## src/rtl/vid_pkt_scrubber.sv

```systemverilog
`timescale 1ns/1ps
module vid_pkt_scrubber #(
  parameter int BPP      = 8,
  parameter int PLANES   = 3,
  parameter int MAX_W    = 4096,
  parameter int MAX_H    = 2160,
  parameter int MIN_W    = 16,
  parameter int MIN_H    = 16,
  parameter int MOD      = 1,
  parameter bit ILACE_EN = 1'b0,
  parameter int IL_W     = 1920,
  parameter int IL_H     = 540
) (
  input  logic                    clk,
  input  logic                    rst_n,
  input  logic [BPP*PLANES-1:0]   in_data,
  input  logic                    in_valid,
  input  logic                    in_sop,
  input  logic                    in_eop,
  output logic                    in_ready,
  output logic [BPP*PLANES-1:0]   out_data,
  output logic                    out_valid,
  output logic                    out_sop,
  output logic                    out_eop,
  input  logic                    out_ready
);
  localparam int DW = BPP * PLANES;
  localparam logic [15:0] LMAXW = 16'(MAX_W);
  localparam logic [15:0] LMAXH = 16'(MAX_H);
  localparam logic [15:0] LMINW = 16'(MIN_W);
  localparam logic [15:0] LMINH = 16'(MIN_H);
  localparam logic [15:0] LILW  = 16'(IL_W);
  localparam logic [15:0] LILH  = 16'(IL_H);
  localparam logic [15:0] MODV  = (MOD > 1) ? 16'(MOD) : 16'd1;
  localparam logic [DW-1:0] GRAY = {PLANES{1'b1, {(BPP-1){1'b0}}}};

  typedef enum logic [2:0] {S_HDR, S_CTL, S_EMIT, S_FRM, S_PAD, S_DROP, S_USER} st_t;
  st_t st;

  logic [3:0]  cnt, ecnt, si, ci, enib;
  logic [15:0] sw, sh, cw, ch, col;
  logic [31:0] ocnt;
  logic        have, hdr_eop;

  wire [3:0]  nib      = in_data[3:0];
  wire [15:0] wr       = cw - (cw % MODV);
  wire [31:0] otot     = 32'(wr) * 32'(ch);
  wire        il_big   = ILACE_EN && ci[3] && (cw > LILW || ch > LILH);
  wire        dims_ok  = have && wr >= LMINW && cw <= LMAXW &&
                         ch >= LMINH && ch <= LMAXH && !il_big;
  wire        keep     = col < wr;
  wire        last_o   = ocnt == otot - 32'd1;
  wire        hdr_user = in_sop && nib != 4'h0 && nib != 4'hF;
  wire        in_fire  = in_valid && in_ready;
  wire        out_fire = out_valid && out_ready;

  wire [15:0] sw_n = (cnt < 4'd4) ? {sw[11:0], nib} : sw;
  wire [15:0] sh_n = (cnt >= 4'd4 && cnt < 4'd8) ? {sh[11:0], nib} : sh;
  wire [3:0]  si_n = (cnt == 4'd8) ? nib : si;

  always_comb begin
    case (ecnt)
      4'd0:    enib = 4'hF;
      4'd1:    enib = wr[15:12];
      4'd2:    enib = wr[11:8];
      4'd3:    enib = wr[7:4];
      4'd4:    enib = wr[3:0];
      4'd5:    enib = ch[15:12];
      4'd6:    enib = ch[11:8];
      4'd7:    enib = ch[7:4];
      4'd8:    enib = ch[3:0];
      4'd9:    enib = ci;
      default: enib = 4'h0;
    endcase
  end

  always_comb begin
    out_valid = 1'b0;
    out_data  = '0;
    out_sop   = 1'b0;
    out_eop   = 1'b0;
    in_ready  = 1'b0;
    case (st)
      S_HDR: begin
        if (in_valid && hdr_user) begin
          out_valid = 1'b1;
          out_data  = in_data;
          out_sop   = 1'b1;
          out_eop   = in_eop;
          in_ready  = out_ready;
        end else begin
          in_ready  = 1'b1;
        end
      end
      S_CTL, S_DROP: in_ready = 1'b1;
      S_USER: begin
        out_valid = in_valid;
        out_data  = in_data;
        out_eop   = in_eop;
        in_ready  = out_ready;
      end
      S_EMIT: begin
        out_valid = 1'b1;
        out_data  = {{(DW-4){1'b0}}, enib};
        out_sop   = (ecnt == 4'd0) || (ecnt == 4'd10);
        out_eop   = (ecnt == 4'd9);
      end
      S_FRM: begin
        if (keep) begin
          out_valid = in_valid;
          out_data  = in_data;
          out_eop   = last_o;
          in_ready  = out_ready;
        end else begin
          in_ready  = 1'b1;
        end
      end
      S_PAD: begin
        out_valid = 1'b1;
        out_data  = GRAY;
        out_eop   = last_o;
      end
      default: in_ready = 1'b0;
    endcase
  end

  always_ff @(posedge clk or negedge rst_n) begin
    if (!rst_n) begin
      st      <= S_HDR;
      cnt     <= '0;
      ecnt    <= '0;
      sw      <= '0;
      sh      <= '0;
      si      <= '0;
      cw      <= '0;
      ch      <= '0;
      ci      <= '0;
      col     <= '0;
      ocnt    <= '0;
      have    <= 1'b0;
      hdr_eop <= 1'b0;
    end else begin
      case (st)
        S_HDR: begin
          if (in_fire && in_sop) begin
            if (nib == 4'hF) begin
              cnt <= '0;
              if (!in_eop) st <= S_CTL;
            end else if (nib == 4'h0) begin
              have <= 1'b0;
              if (dims_ok) begin
                hdr_eop <= in_eop;
                ecnt    <= '0;
                st      <= S_EMIT;
              end else if (!in_eop) begin
                st <= S_DROP;
              end
            end else if (!in_eop) begin
              st <= S_USER;
            end
          end
        end
        S_CTL: begin
          if (in_fire) begin
            sw <= sw_n;
            sh <= sh_n;
            si <= si_n;
            if (cnt != 4'd9) cnt <= cnt + 4'd1;
            if (in_eop) begin
              st <= S_HDR;
              if (cnt >= 4'd8) begin
                cw   <= sw_n;
                ch   <= sh_n;
                ci   <= si_n;
                have <= 1'b1;
              end
            end
          end
        end
        S_EMIT: begin
          if (out_fire) begin
            if (ecnt == 4'd10) begin
              col  <= '0;
              ocnt <= '0;
              st   <= hdr_eop ? S_PAD : S_FRM;
            end else begin
              ecnt <= ecnt + 4'd1;
            end
          end
        end
        S_FRM: begin
          if (in_fire) begin
            col <= (col == cw - 16'd1) ? '0 : col + 16'd1;
            if (keep) begin
              ocnt <= ocnt + 32'd1;
              if (last_o)      st <= in_eop ? S_HDR : S_DROP;
              else if (in_eop) st <= S_PAD;
            end else if (in_eop) begin
              st <= S_PAD;
            end
          end
        end
        S_PAD: begin
          if (out_fire) begin
            ocnt <= ocnt + 32'd1;
            if (last_o) st <= S_HDR;
          end
        end
        S_DROP: if (in_fire && in_eop) st <= S_HDR;
        S_USER: if (in_fire && in_eop) st <= S_HDR;
        default: st <= S_HDR;
      endcase
    end
  end
endmodule

```

## config.mk

```make
export PLATFORM = sky130hd
export DESIGN_NAME = vid_pkt_scrubber
export DESIGN_NICKNAME = d
export VERILOG_FILES = /design/src/rtl/vid_pkt_scrubber.sv
export SDC_FILE = /design/constraint.sdc
export NUM_CORES = 1
export LEC_CHECK = 0
export BUFFER_PORTS_ARGS = -buffer_cell sky130_fd_sc_hd__buf_2
export CAP_MARGIN = 20
export CORE_MARGIN = 5
export CORE_UTILIZATION = 38
export CTS_BUF_LIST = sky130_fd_sc_hd__clkbuf_8
export DETAILED_ROUTE_END_ITERATION = 6
export HOLD_SLACK_MARGIN = 0.06
export SLEW_MARGIN = 0
export SYNTH_ARGS = -nofsm -noshare
export SYNTH_HDL_FRONTEND = slang
export SYNTH_SLANG_ARGS = --single-unit
```

## constraint.sdc

```tcl
create_clock -name clk -period 8.5 [get_ports clk]
set_input_delay 0.425 -clock clk [delete_from_list [all_inputs] [get_ports clk]]
set_output_delay 0.425 -clock clk [all_outputs]
set_load 0.01 [all_outputs]
```

==> Yosys cells after proc, flatten, opt, wreduce, memory -nomap -nowiden <==
Index checks and enable logic that the tools add are counted.
{ "classes": {"eq_ne": 42, "div": 0, "bitwise_logic": 1, "muxes": 68, "shifts": 0, "mul": 1, "order_cmp": 9, "addsub": 6, "reduce_logical": 33} }
{ "ops": {"columns": ["operator", "n"], "rows": [
  ["$mux 32", 5],
  ["$pmux 24 s5", 1],
  ["$mux 16", 6],
  ["$pmux 32 s3", 1],
  ["$mux 3", 20],
  ["$mux 24", 2],
  ["$mux 4", 11],
  ["$pmux 4 s10", 1],
  ["$add 32x1->32 const B", 1],
  ["$eq 32x32->1", 1],
  ["$ge 16x5->1 const B", 2],
  ["$mul 16x16->32", 1],
  ["$ne 2x2->1 const B", 16],
  ["$pmux 16 s2", 1],
  ["$sub 32x1->32 const B", 1],
  ["$eq 4x4->1 const B", 5],
  ["$pmux 3 s6", 1],
  ["$add 16x1->16 const B", 1],
  ["$eq 16x16->1", 1],
  ["$eq 4x3->1 const B", 4],
  ["$le 16x12->1 const B", 1],
  ["$le 16x13->1 const B", 1],
  ["$lt 16x16->1", 1],
  ["$pmux 4 s2", 2],
  ["other kinds (33)", 73]
]} }
{ "totals": {"ram_bits": 0, "rom_bits": 0, "latch_bits": 0, "memories": 0, "reg_bits": 133} }

==> Longest topological paths before layout <==
Gate-level depths: netlist (run 1).
{ "logic_depth": {"word_depth": 10, "mapped_depth": 25, "mapped_depth_nobuf": 23} }

==> Worst setup path before layout (run 1) <==
No wires, ideal clock.
{ "synth_timing": {"path_kind": "reg2out", "start": "reg cw[10]", "end": "out out_eop", "path_stages_with_launch": 24, "required_ns": 8.075, "t_arrival_ns": 6.734, "setup_slack_ns": 1.341, "cell_sequence": "dfrtp_1 -> clkbuf_1 -> buf_1 -> nand2_1 -> fa_1 -> fa_1 -> inv_1 -> fa_1 -> inv_1 -> fa_1 -> fa_1 -> fa_1 -> inv_1 -> ha_1 -> a21oi_1 -> o21ai_1 -> nand3_1 -> o211ai_1 -> or4b_1 -> or4_4 -> nor4_4 -> and2_4 -> nand2_1 -> o21ai_0"} }
{ "synth_via": {"elab_chain_len": 5, "elab_cells_between_ends": 6, "cone_classes": "1 x add/sub; 1 x mul; 1 x order compare; 1 x eq/ne; 2 x mux"} }
{ "synth_lines": {"columns": ["item", "line_no", "rtl"], "rows": [
  ["start, declared", "41", "logic [15:0] sw, sh, cw, ch, col;"],
  ["start signal, assigned", "172", "cw <= sw_n;"],
  ["$mul 16x16->32", "47", "wire [31:0] otot = 32'(wr) * 32'(ch);"],
  ["$sub 32x1->32", "52", "wire last_o = ocnt == otot - 32'd1;"],
  ["$eq 32x32->1", "52", null],
  ["$mux 1", "109", "if (keep) begin"],
  ["$pmux 1 s5 *", "83", "case (st)"],
  ["end, declared", "24", "output logic out_eop,"]
]} }
Mark *: on every way between the ends. The rest lies on a longest branch, timed or not.

==> Worst setup path after layout (run 1) <==
{ "layout_timing": {"start": "reg cw[5]", "end": "out out_eop"} }
Same word-level chain as after synthesis.

==> metrics.md, run 1 <==
| Metric | Value |
|---|---|
| Status | complete, no violations |
| Clock root buffer | clkbuf_8 |
| Final core occ | approximately 41% |
| Clk buf depth | 2 |
| # IOs | 58 |
| Core area | between 0.04 and 0.05 mm^2 |
| Final worst setup slack | 0.263 ns |
| Synth cell types | slightly below 80 |
| Least-Margin Pin Slew | about 0.93 ns |
| VDD IR-drop max | roughly 0.19 mV |
| CTS tree | built |
| Post-synth EDFFs | 0 |
| Worst hold path type | primary input to register |
| Number of max-cap violations | 0 |
| Synth Net Count | ~2.4k |
| Die Wd | around 220 um |
| Number of global-route vias before repair | approximately 15k |
| First-pass GRT wire length | 80600 um |
| Max-slew violations | 0 |
| Commonest non-fill, non-tap cell in the layout | nand2_1 |
| Final WL | slightly below 50000 um |
| Share of cells above drive strength 1 | a little under an eighth |
| DP HPWL | 39200 um |
| Crit-path max FO | 14 |
| Final Non-Filler Cells | between 2k and 3k |
| Syn_area_per_cell | slightly below 9 um^2 |
| Most frequent cells in the layout | 325 x nand2_1, 225 x inv_1, 207 x fa_1 |
| Req. time, crit path | a little over 8 ns |
| Die Footprint | 0.0500 mm^2 |
| CTS sink cnt | 133 |
| Antenna violations before repair | 1 |
| Post-synth ARST share | 100% |
| Port Buffers | 57 |
| Area grow syn2layout | 7.96% |
| Pre-antenna DRT Iters | 7 |
| Syn Inst Count | between 2k and 2.5k |
| Clk slew on worst S/H paths | around 0.080 ns |
| Drt wl/cell | about 19 um |
| Top post-synthesis cells by area | fa_1 24%, dfrtp_1 19%, ha_1 9.6% |
| Cell Pwr Density | just over 90 mW/mm^2 |
| Cell Area, Placed | about 0.018 mm^2 |
| Detail Route Antenna Nets | 0 |
| Fillers | about 4.5k |
| Largest net degree at the start of global routing | 81 |
| H-tree depth | 4 |
| Fin crit share | a little over nine tenths |
| DRC | 0 |
| Effective utilization at floorplan | a little under two fifths |
| Routed vias/inst | 5.51 |
| Most used DFF post-synth | dfrtp_1 |
| YS warnings | 0 |
| Skew-Pair Late Insertion Delay | between 0.5 and 0.6 ns |
| Total number of vias | 14.4k |
| Post-route cell area | 0.0187 mm^2 |
| Post-synth top area share | a little under a quarter |
| Post-Route Skew | roughly 0.017 ns |
| Mapped Area | between 0.015 and 0.02 mm^2 |
| Fmax | 0.121 GHz |
| Hold WS | approximately 0.30 ns |
| CTS Buf Count | 17 |
| Synth area leader | fa_1 |
| Pre-CTS setup slack | slightly above 0.5 ns |
| Placed cell count | between 2k and 3k |
| Cell Rows | 78 |
| CP Capture Type | output port |
| Register area share after synthesis | 19.2% |
| Drt initial violations | about 1.2k |
| Final setup viols | 0 |
| WP data arrival | roughly 8 ns |
| Relative slew margins | a little under two fifths |
| WS Path Type | register to output port |
| Final Hold Fails | 0 |
| Die height | 224 um |
| Register bit total from synthesis | 133 |
| Total Routing Usage GR | between 10% and 20% |
| Nets | 2377 |
| Final min period | about 8.2 ns |
| Startpoint Class | register |
| Overflow after GRT | 0 |
| Lkg Pwr | 8.12 nW |
| Routability cong. | ~0.93 |
==> through the flow <==
step                      total power, mW  setup TNS (ns)
after global routing                 1.85       -0.000267
after floorplan                      1.00               0
after detailed placement             1.19               0
final                                1.75               0
after CTS                            1.76               0
after global placement               1.18               0
==> state kept, by name, indices dropped and copies added (netlist names) <==
signal   cells
ci           4
ecnt         4
si           4
hdr_eop      1
have         1
col         16
ch          16
ocnt        32
cw          16
cnt          4
sw          16
st           3
sh          16
==> cell usage after synthesis, drive strengths merged (4+ instances only) <==
master,count
a31oi,12
a311oi,4
nand3,40
mux2,56
a21oi,69
a22oi,12
nand4,23
nor4,18
a221oi,6
clkbuf,93
o21a,5
and4,4
a211o,9
nand2b,17
a21o,16
nor2,107
ha,133
o21ai,144
buf,23
fa,207
o2111ai,5
or3,4
mux2i,14
nor2b,6
a211oi,9
nor3,21
or4,8
o31ai,11
nand2,325
inv,223
o211ai,17
and2,94
xor2,25
dfrtp,133
and3,27
xnor2,46
==> routing by layer <==
layer	wire [um]	share of wire (%)	track usage, %
met1	22000	44	26.8
met2	24100	49	33.8
met3	2470	5.0	3.21
met4	981	2.0	5.10
met5	0	0	0
==> cell type report <==
| cell class | instances | area [um^2] | area share [%] |
|---|---|---|---|
| multi-input combinational | 1534 | 12800 | 68.2 |
| tap | 600 | 751 | 4.01 |
| clock buffer | 18 | 248 | 1.32 |
| clock inverter | 14 | 153 | 0.815 |
| antenna | 1 | 2.50 | 0.0134 |
| sequential | 133 | 3370 | 18.0 |
| timing repair buffer | 98 | 602 | 3.21 |
| inverter | 223 | 837 | 4.47 |
==> critical path, stage by stage, from the launching register on <==
cell,delay (ns)
dfrtp_2,0.54
buf_4,0.31
nand2_1,0.11
fa_1,0.50
fa_1,0.51
inv_1,0.05
fa_1,0.52
inv_1,0.05
fa_1,0.49
fa_1,0.42
fa_1,0.49
inv_1,0.04
ha_1,0.34
a21oi_1,0.28
o221ai_1,0.30
or4_1,0.59
a211o_1,0.31
or4_4,0.46
nor4_4,0.42
and2_4,0.25
nand2_1,0.05
o21ai_0,0.08
buf_2,0.18
==> power by group <==
| part | total, mW | switching (mW) | leakage, nW | internal [mW] |
|---|---|---|---|---|
| registers | 0.700 | 0.0488 | 1.73 | 0.651 |
| clock network | 0.568 | 0.296 | 0.209 | 0.272 |
| logic | 0.478 | 0.311 | 6.18 | 0.166 |
==> timing repair <==
item,CTS,global route
pin swaps,0,1
setup endpoints to repair,1,1
gates resized for setup,6,29
buffers inserted,0,2
hold buffers,1,0
endpoints found under the hold margin,79,0
==> final timing paths <==
kind / from / endpoint / slack (ns) / cells past startpoint
min: in_data[2] / sh[2]$_DFFE_PN0P_ / 0.30 / 2
min reg2reg: sw[15]$_DFFE_PN0P_ / cw[15]$_DFFE_PN0P_ / 0.49 / 2
max: cw[5]$_DFFE_PN0P_ / out_eop / 0.26 / 22
max reg2reg: cw[5]$_DFFE_PN0P_ / st[1]$_DFFE_PN0P_ / 1.12 / 21
min in group asynchronous: rst_n / col[9]$_DFFE_PN0P_ / 0.53 / 2
max in group asynchronous: rst_n / ocnt[18]$_DFFE_PN0P_ / 6.67 / 3
==> cell families (layout without fill, tap and decap cells) <==
family | count (synthesis) | count (layout) | synth area share [%]
AO/OA/AOI/OAI | 345 | 345 | 12.3
XOR/XNOR | 71 | 71 | 3.59
adder cells (fa/ha/maj) | 340 | 340 | 33.5
buffers and inverters | 339 | 353 | 7.46
flip-flops | 133 | 133 | 19.2
multiplexers | 70 | 70 | 4.44
other | 0 | 1 | 0
AND/OR/NAND/NOR | 708 | 708 | 19.5
No activity file was read; power rests on OpenSTA's default activity.
==> run 2, diff against run 1 <==
BUFFER_PORTS_ARGS = -buffer_cell sky130_fd_sc_hd__clkbuf_2   (was -buffer_cell sky130_fd_sc_hd__buf_2)
==> metrics.md, run 2 (synthesized netlist as in run 1, its figures left out) <==
| Metric | Value |
|---|---|
| Status | complete, no violations |
| CP Capture Type | output port |
| Number of max-cap violations | 0 |
| Share of cells above drive strength 1 | around 11% |
| CTS Buf Count | 17 |
| Final core occ | approximately two fifths |
| Least-Margin Pin Slew | 0.929 ns |
| Worst path top cell family by delay | adder cells |
| Pre-antenna DRT Iters | 5 |
| CTS tree | built |
| Fin Setup TNS | 0 ns |
| Most frequent cells in the layout | 325 x nand2_1, 224 x inv_1, 207 x fa_1 |
| Register-to-register setup slack | approximately 1.3 ns |
| Routability cong. | just over 0.9 |
| H-tree depth | 4 |
| Clk buf depth | 2 |
| VDD IR-drop max | about 0.09 mV |
| Largest net degree at the start of global routing | about 80 |
| Hold path depth | 2 |
| Core area | approximately 0.045 mm^2 |
| Pwr Total | about 1.8 mW |
| Cell Area, Placed | 0.0182 mm^2 |
| Placed cell count | around 2.6k |
| Lkg Pwr | 8.09 nW |
| Crit-path max FO | 13 |
| Detail Route Antenna Nets | 0 |
| Die height | around 220 um |
| Drt initial violations | 1117 |
| Post-Route Skew | 0.0180 ns |
| Startpoint Class | register |
| Req. time, crit path | 8.08 ns |
| Clk slew on worst S/H paths | ~0.080 ns |
| Crit path launch | cw[11]$_DFFE_PN0P_ |
| Clock root buffer | clkbuf_8 |
| Die Footprint | about 0.050 mm^2 |
| Antenna violations before repair | 1 |
| Area grow syn2layout | 7.81% |
| # IOs | between 50 and 60 |
| Final min period | 8.10 ns |
| Nets | 2373 |
| Pre-CTS setup slack | roughly 0.53 ns |
| R2R cell count | 22 |
| Worst path cell trace | buf_4 > and2_1 > fa_1 > inv_1 > fa_1 > fa_1 > fa_1 > fa_1 > inv_1 > ha_1 > ha_1 > xor2_2 > o31ai_1 > nand3_1 > nand3_1 > or4b_1 > or4_4 > nor4_4 > buf_4 > and2_4 > nand2_1 > o21ai_0 > clkbuf_2 |
| Hold_sp | in_data[3] |
| Drt wl/cell | ~19 um |
| Worst hold path type | primary input to register |
| Hold Path End | si[3]$_DFFE_PN0P_ |
| Final Non-Filler Cells | 2615 |
| Port Buffers | 57 |
| Max FFs per register | 32 |
| Final setup viols | 0 |
| Relative slew margins | a little under two fifths |
| Skew-Pair Late Insertion Delay | around 0.50 ns |
| Die Wd | 224 um |
| WS Path Type | register to output port |
| Cell Rows | just under 80 |
| R2r startpoint | cw[11]$_DFFE_PN0P_ |
| Cell Pwr Density | 95.9 mW/mm^2 |
| Slowest stage cell, crit path | fa_1 |
| WP data arrival | 7.68 ns |
| Max-slew violations | 0 |
| Hold WS | 0.324 ns |
| DRC | 0 |
| Final WL | slightly below 50000 um |
| DP HPWL | approximately 39000 um |
| Fmax | approximately 0.12 GHz |
| Reg2Reg Capture Point | st[1]$_DFFE_PN0P_ |
| Post-route cell area | 0.0187 mm^2 |
| Largest Register | ocnt |
| Commonest non-fill, non-tap cell in the layout | nand2_1 |
| Final Hold Fails | 0 |
| Number of global-route vias before repair | ~15k |
| First-pass GRT wire length | roughly 80000 um |
| Routed vias/inst | between 5 and 6 |
| Fillers | between 4k and 5k |
| Fin crit share | 95.3% |
| Total Routing Usage GR | about a fifth |
| Top cell by count, worst path | fa_1 |
| Crit path buf inv count | 5 |
| CP peak stage delay | 0.56 ns |
| Overflow after GRT | 0 |
| Final worst setup slack | around 0.4 ns |
| Effective utilization at floorplan | around two fifths |
| Total number of vias | between 10k and 15k |
| CTS sink cnt | 133 |
[run 2: power breakdown]
part	leakage [nW]	internal [mW]	switching [mW]	total (mW)
combinational	6.15	0.166	0.314	0.480
clock	0.213	0.325	0.288	0.613
sequential	1.73	0.651	0.0490	0.700
[run 2: what timing repair did]
item	4_1_cts	5_1_grt
endpoints found under the hold margin	80	0
hold buffers	1	0
resized for setup	1	25
endpoints found under the setup margin	1	1
setup buffers	0	1
pin swaps	0	1
[run 2: final cells by class]
class,count,area [um^2],area share (%)
well taps,600,751,4.01
clock inverters,12,179,0.957
clock buffers,18,248,1.32
diodes,1,2.50,0.0134
flip-flops and latches,133,3360,17.9
multi-input cells,1534,12800,68.2
repair buffers,94,576,3.08
inverters,223,837,4.48
[run 2: worst max path at each step]
stage / cells past startpoint / endpoint
6_report: 23 / out_eop
2_1_floorplan: 23 / out_eop
5_1_grt: 23 / out_eop
3_5_place_dp: 22 / out_eop
4_1_cts: 21 / out_eop
3_3_place_gp: 22 / out_eop
[run 2: metal layers]
layer	vias up	wire length (um)	track usage (%)
met3	54	2840	3.47
met5	-	0	0
li1	6627	-	-
met4	0	1090	5.43
met1	7254	21600	27.3
met2	417	23600	32.9
==> run 3, diff against run 2 <==
PLACE_DENSITY = 0.54   (was not set)
clock period = 6.8 ns   (was 8.5 ns; I/O delays follow)
==> metrics.md, run 3 (synthesized netlist as in run 1, its figures left out) <==
| Metric | Value |
|---|---|
| DP HPWL | between 40000 and 50000 um |
| Routed vias/inst | ~5.2 |
| Violated checks | negative setup slack |
| Max FFs per register | 32 |
| Clk buf depth | 2 |
| Pre-antenna DRT Iters | 5 |
| R2R cell count | 23 |
| Fin Setup TNS | -0.646 ns |
| Seq. cell area | about 0.0034 mm^2 |
| Die height | ~220 um |
| Port Buffers | between 50 and 60 |
| Drt initial violations | between 1k and 1.5k |
| Cell Rows | 78 |
| CTS Buf Count | 17 |
| CTS tree | built |
| Die Wd | 224 um |
| Multi-input logic area | about 0.013 mm^2 |
| Max-slew violations | 0 |
| CP Capture Type | output port |
| Cell Pwr Density | approximately 100 mW/mm^2 |
| Skew-Pair Late Insertion Delay | about 0.54 ns |
| Die Footprint | about 0.05 mm^2 |
| Antenna violations before repair | 0 |
| Crit-path max FO | 6 |
| Overflow after GRT | 0 |
| Detail Route Antenna Nets | 0 |
| Fillers | between 4k and 5k |
| Largest net degree at the start of global routing | between 70 and 80 |
| Pre-CTS setup slack | -0.547 ns |
| DRC | 0 |
| RSZ-0062 raised after global routing | true |
| First-pass GRT wire length | between 80000 and 90000 um |
| VDD IR-drop max | 0.151 mV |
| Most frequent cells in the layout | 317 x nand2_1, 260 x buf_4, 223 x inv_1 |
| Hold path depth | 2 |
| Status | finished with violations |
| Final min period | 7.45 ns |
| Number of max-cap violations | 0 |
| Lkg Pwr | 9.32 nW |
| Final worst setup slack | -0.646 ns |
| Share of cells above drive strength 1 | about a quarter |
| Least-Margin Pin Slew | 0.961 ns |
| Total number of vias | roughly 15k |
| Number of global-route vias before repair | roughly 15k |
| Fin crit share | 109% |
| Final Non-Filler Cells | about 2.9k |
| Clock root buffer | clkbuf_8 |
| Drt wl/cell | ~18 um |
| Placed cell count | roughly 2.8k |
| Final setup viols | 1 |
| Final Hold Fails | 0 |
| Final WL | approximately 51000 um |
| H-tree depth | 4 |
| Clk slew on worst S/H paths | around 0.090 ns |
| WP data arrival | roughly 7.1 ns |
| Commonest non-fill, non-tap cell in the layout | nand2_1 |
| Startpoint Class | register |
| Core area | between 0.04 and 0.05 mm^2 |
| # IOs | between 50 and 60 |
| Largest Register | ocnt |
| Effective utilization at floorplan | between 30% and 40% |
| Total Routing Usage GR | 20.8% |
| Post-Route Skew | roughly 0.013 ns |
| Nets | 2613 |
| Relative slew margins | 36.0% |
| Area grow syn2layout | 21.4% |
| CTS sink cnt | between 100 and 150 |
| Register-to-register setup slack | approximately 0.040 ns |
| Fmax | between 0.1 and 0.15 GHz |
| Worst hold path type | primary input to register |
| Routability cong. | approximately 0.95 |
| WS Path Type | register to output port |
| Req. time, crit path | ~6.5 ns |
run 3: cell types whose count changed in the layout (fill, tap and decap cells not counted), sizes merged:
| cell | change |
|---|---|
| buf | +241 |
| inv | +4 |
| bufinv | -3 |
| clkbuf | -2 |
| clkinvlp | +2 |
run 3: per-layer routing:
layer  vias to the layer above  track usage (%)  part of all wire, %
met3                        56             3.04                  3.9
li1                       7102                -                    -
met5                         -                0                    0
met4                         0             5.63                  2.1
met2                       340             34.9                   48
met1                      7482             28.2                   46
run 3: cell type report:
class,count,area share [%]
antenna,1,0.0119
inverter,223,3.97
clock buffer,17,1.11
multi-input combinational,1534,62.8
clock inverter,15,0.707
timing repair buffer,334,11.9
tap,600,3.56
sequential,133,15.9
run 3: per-stage QoR:
stage | hold WS, ns | utilization [%] | power, mW | instance area (um^2)
after detailed placement | 0.370 | 43.6 | 1.49 | 19700
after global placement | 0.369 | 43.6 | 1.48 | 19700
after floorplan | 0.0444 | - | 1.25 | 17400
after global routing | 0.143 | 46.5 | 2.29 | 21100
final | 0.170 | 46.5 | 2.15 | 21100
after CTS | 0.114 | 45.7 | 2.19 | 20700
run 3: path summary, 6_finish.rpt:
check / start / endpoint
setup / recovery: cw[6]$_DFFE_PN0P_ / out_eop
hold / removal: in_data[2] / sh[2]$_DFFE_PN0P_
setup reg to reg: cw[6]$_DFFE_PN0P_ / st[1]$_DFFE_PN0P_
hold reg to reg: sh[14]$_DFFE_PN0P_ / sh[14]$_DFFE_PN0P_
max in group asynchronous: rst_n / cw[2]$_DFFE_PN0P_
min in group asynchronous: rst_n / cnt[0]$_DFFE_PN0P_
run 3: repair_timing:
action | CTS | global route
pin swaps | 31 | 57
endpoints found under the setup margin | 3 | 3
buffers inserted | 30 | 14
resized for setup | 69 | 57
hold buffers | 1 | 0
hold endpoints to repair | 59 | 0
run 3: critical path, cell delays in order (launching register included):
cell      delay (ns)
dfrtp_2         0.51
buf_12          0.18
buf_4           0.13
nand2_1         0.07
fa_1            0.43
fa_2            0.57
fa_1            0.46
fa_1            0.54
fa_1            0.44
fa_1            0.49
inv_1           0.06
ha_4            0.22
and3_4          0.19
nand2_2         0.07
o221ai_2        0.11
or4_1           0.52
a211o_1         0.28
or4_4           0.45
nor4_4          0.25
buf_4           0.18
and2_4          0.14
nand2_1         0.04
o21ai_1         0.08
buf_2           0.16
run 3: report_power, final:
part           total, mW  switching [mW]  internal [mW]
clock network      0.676           0.379          0.297
registers          0.872          0.0583          0.814
logic              0.605           0.398          0.207
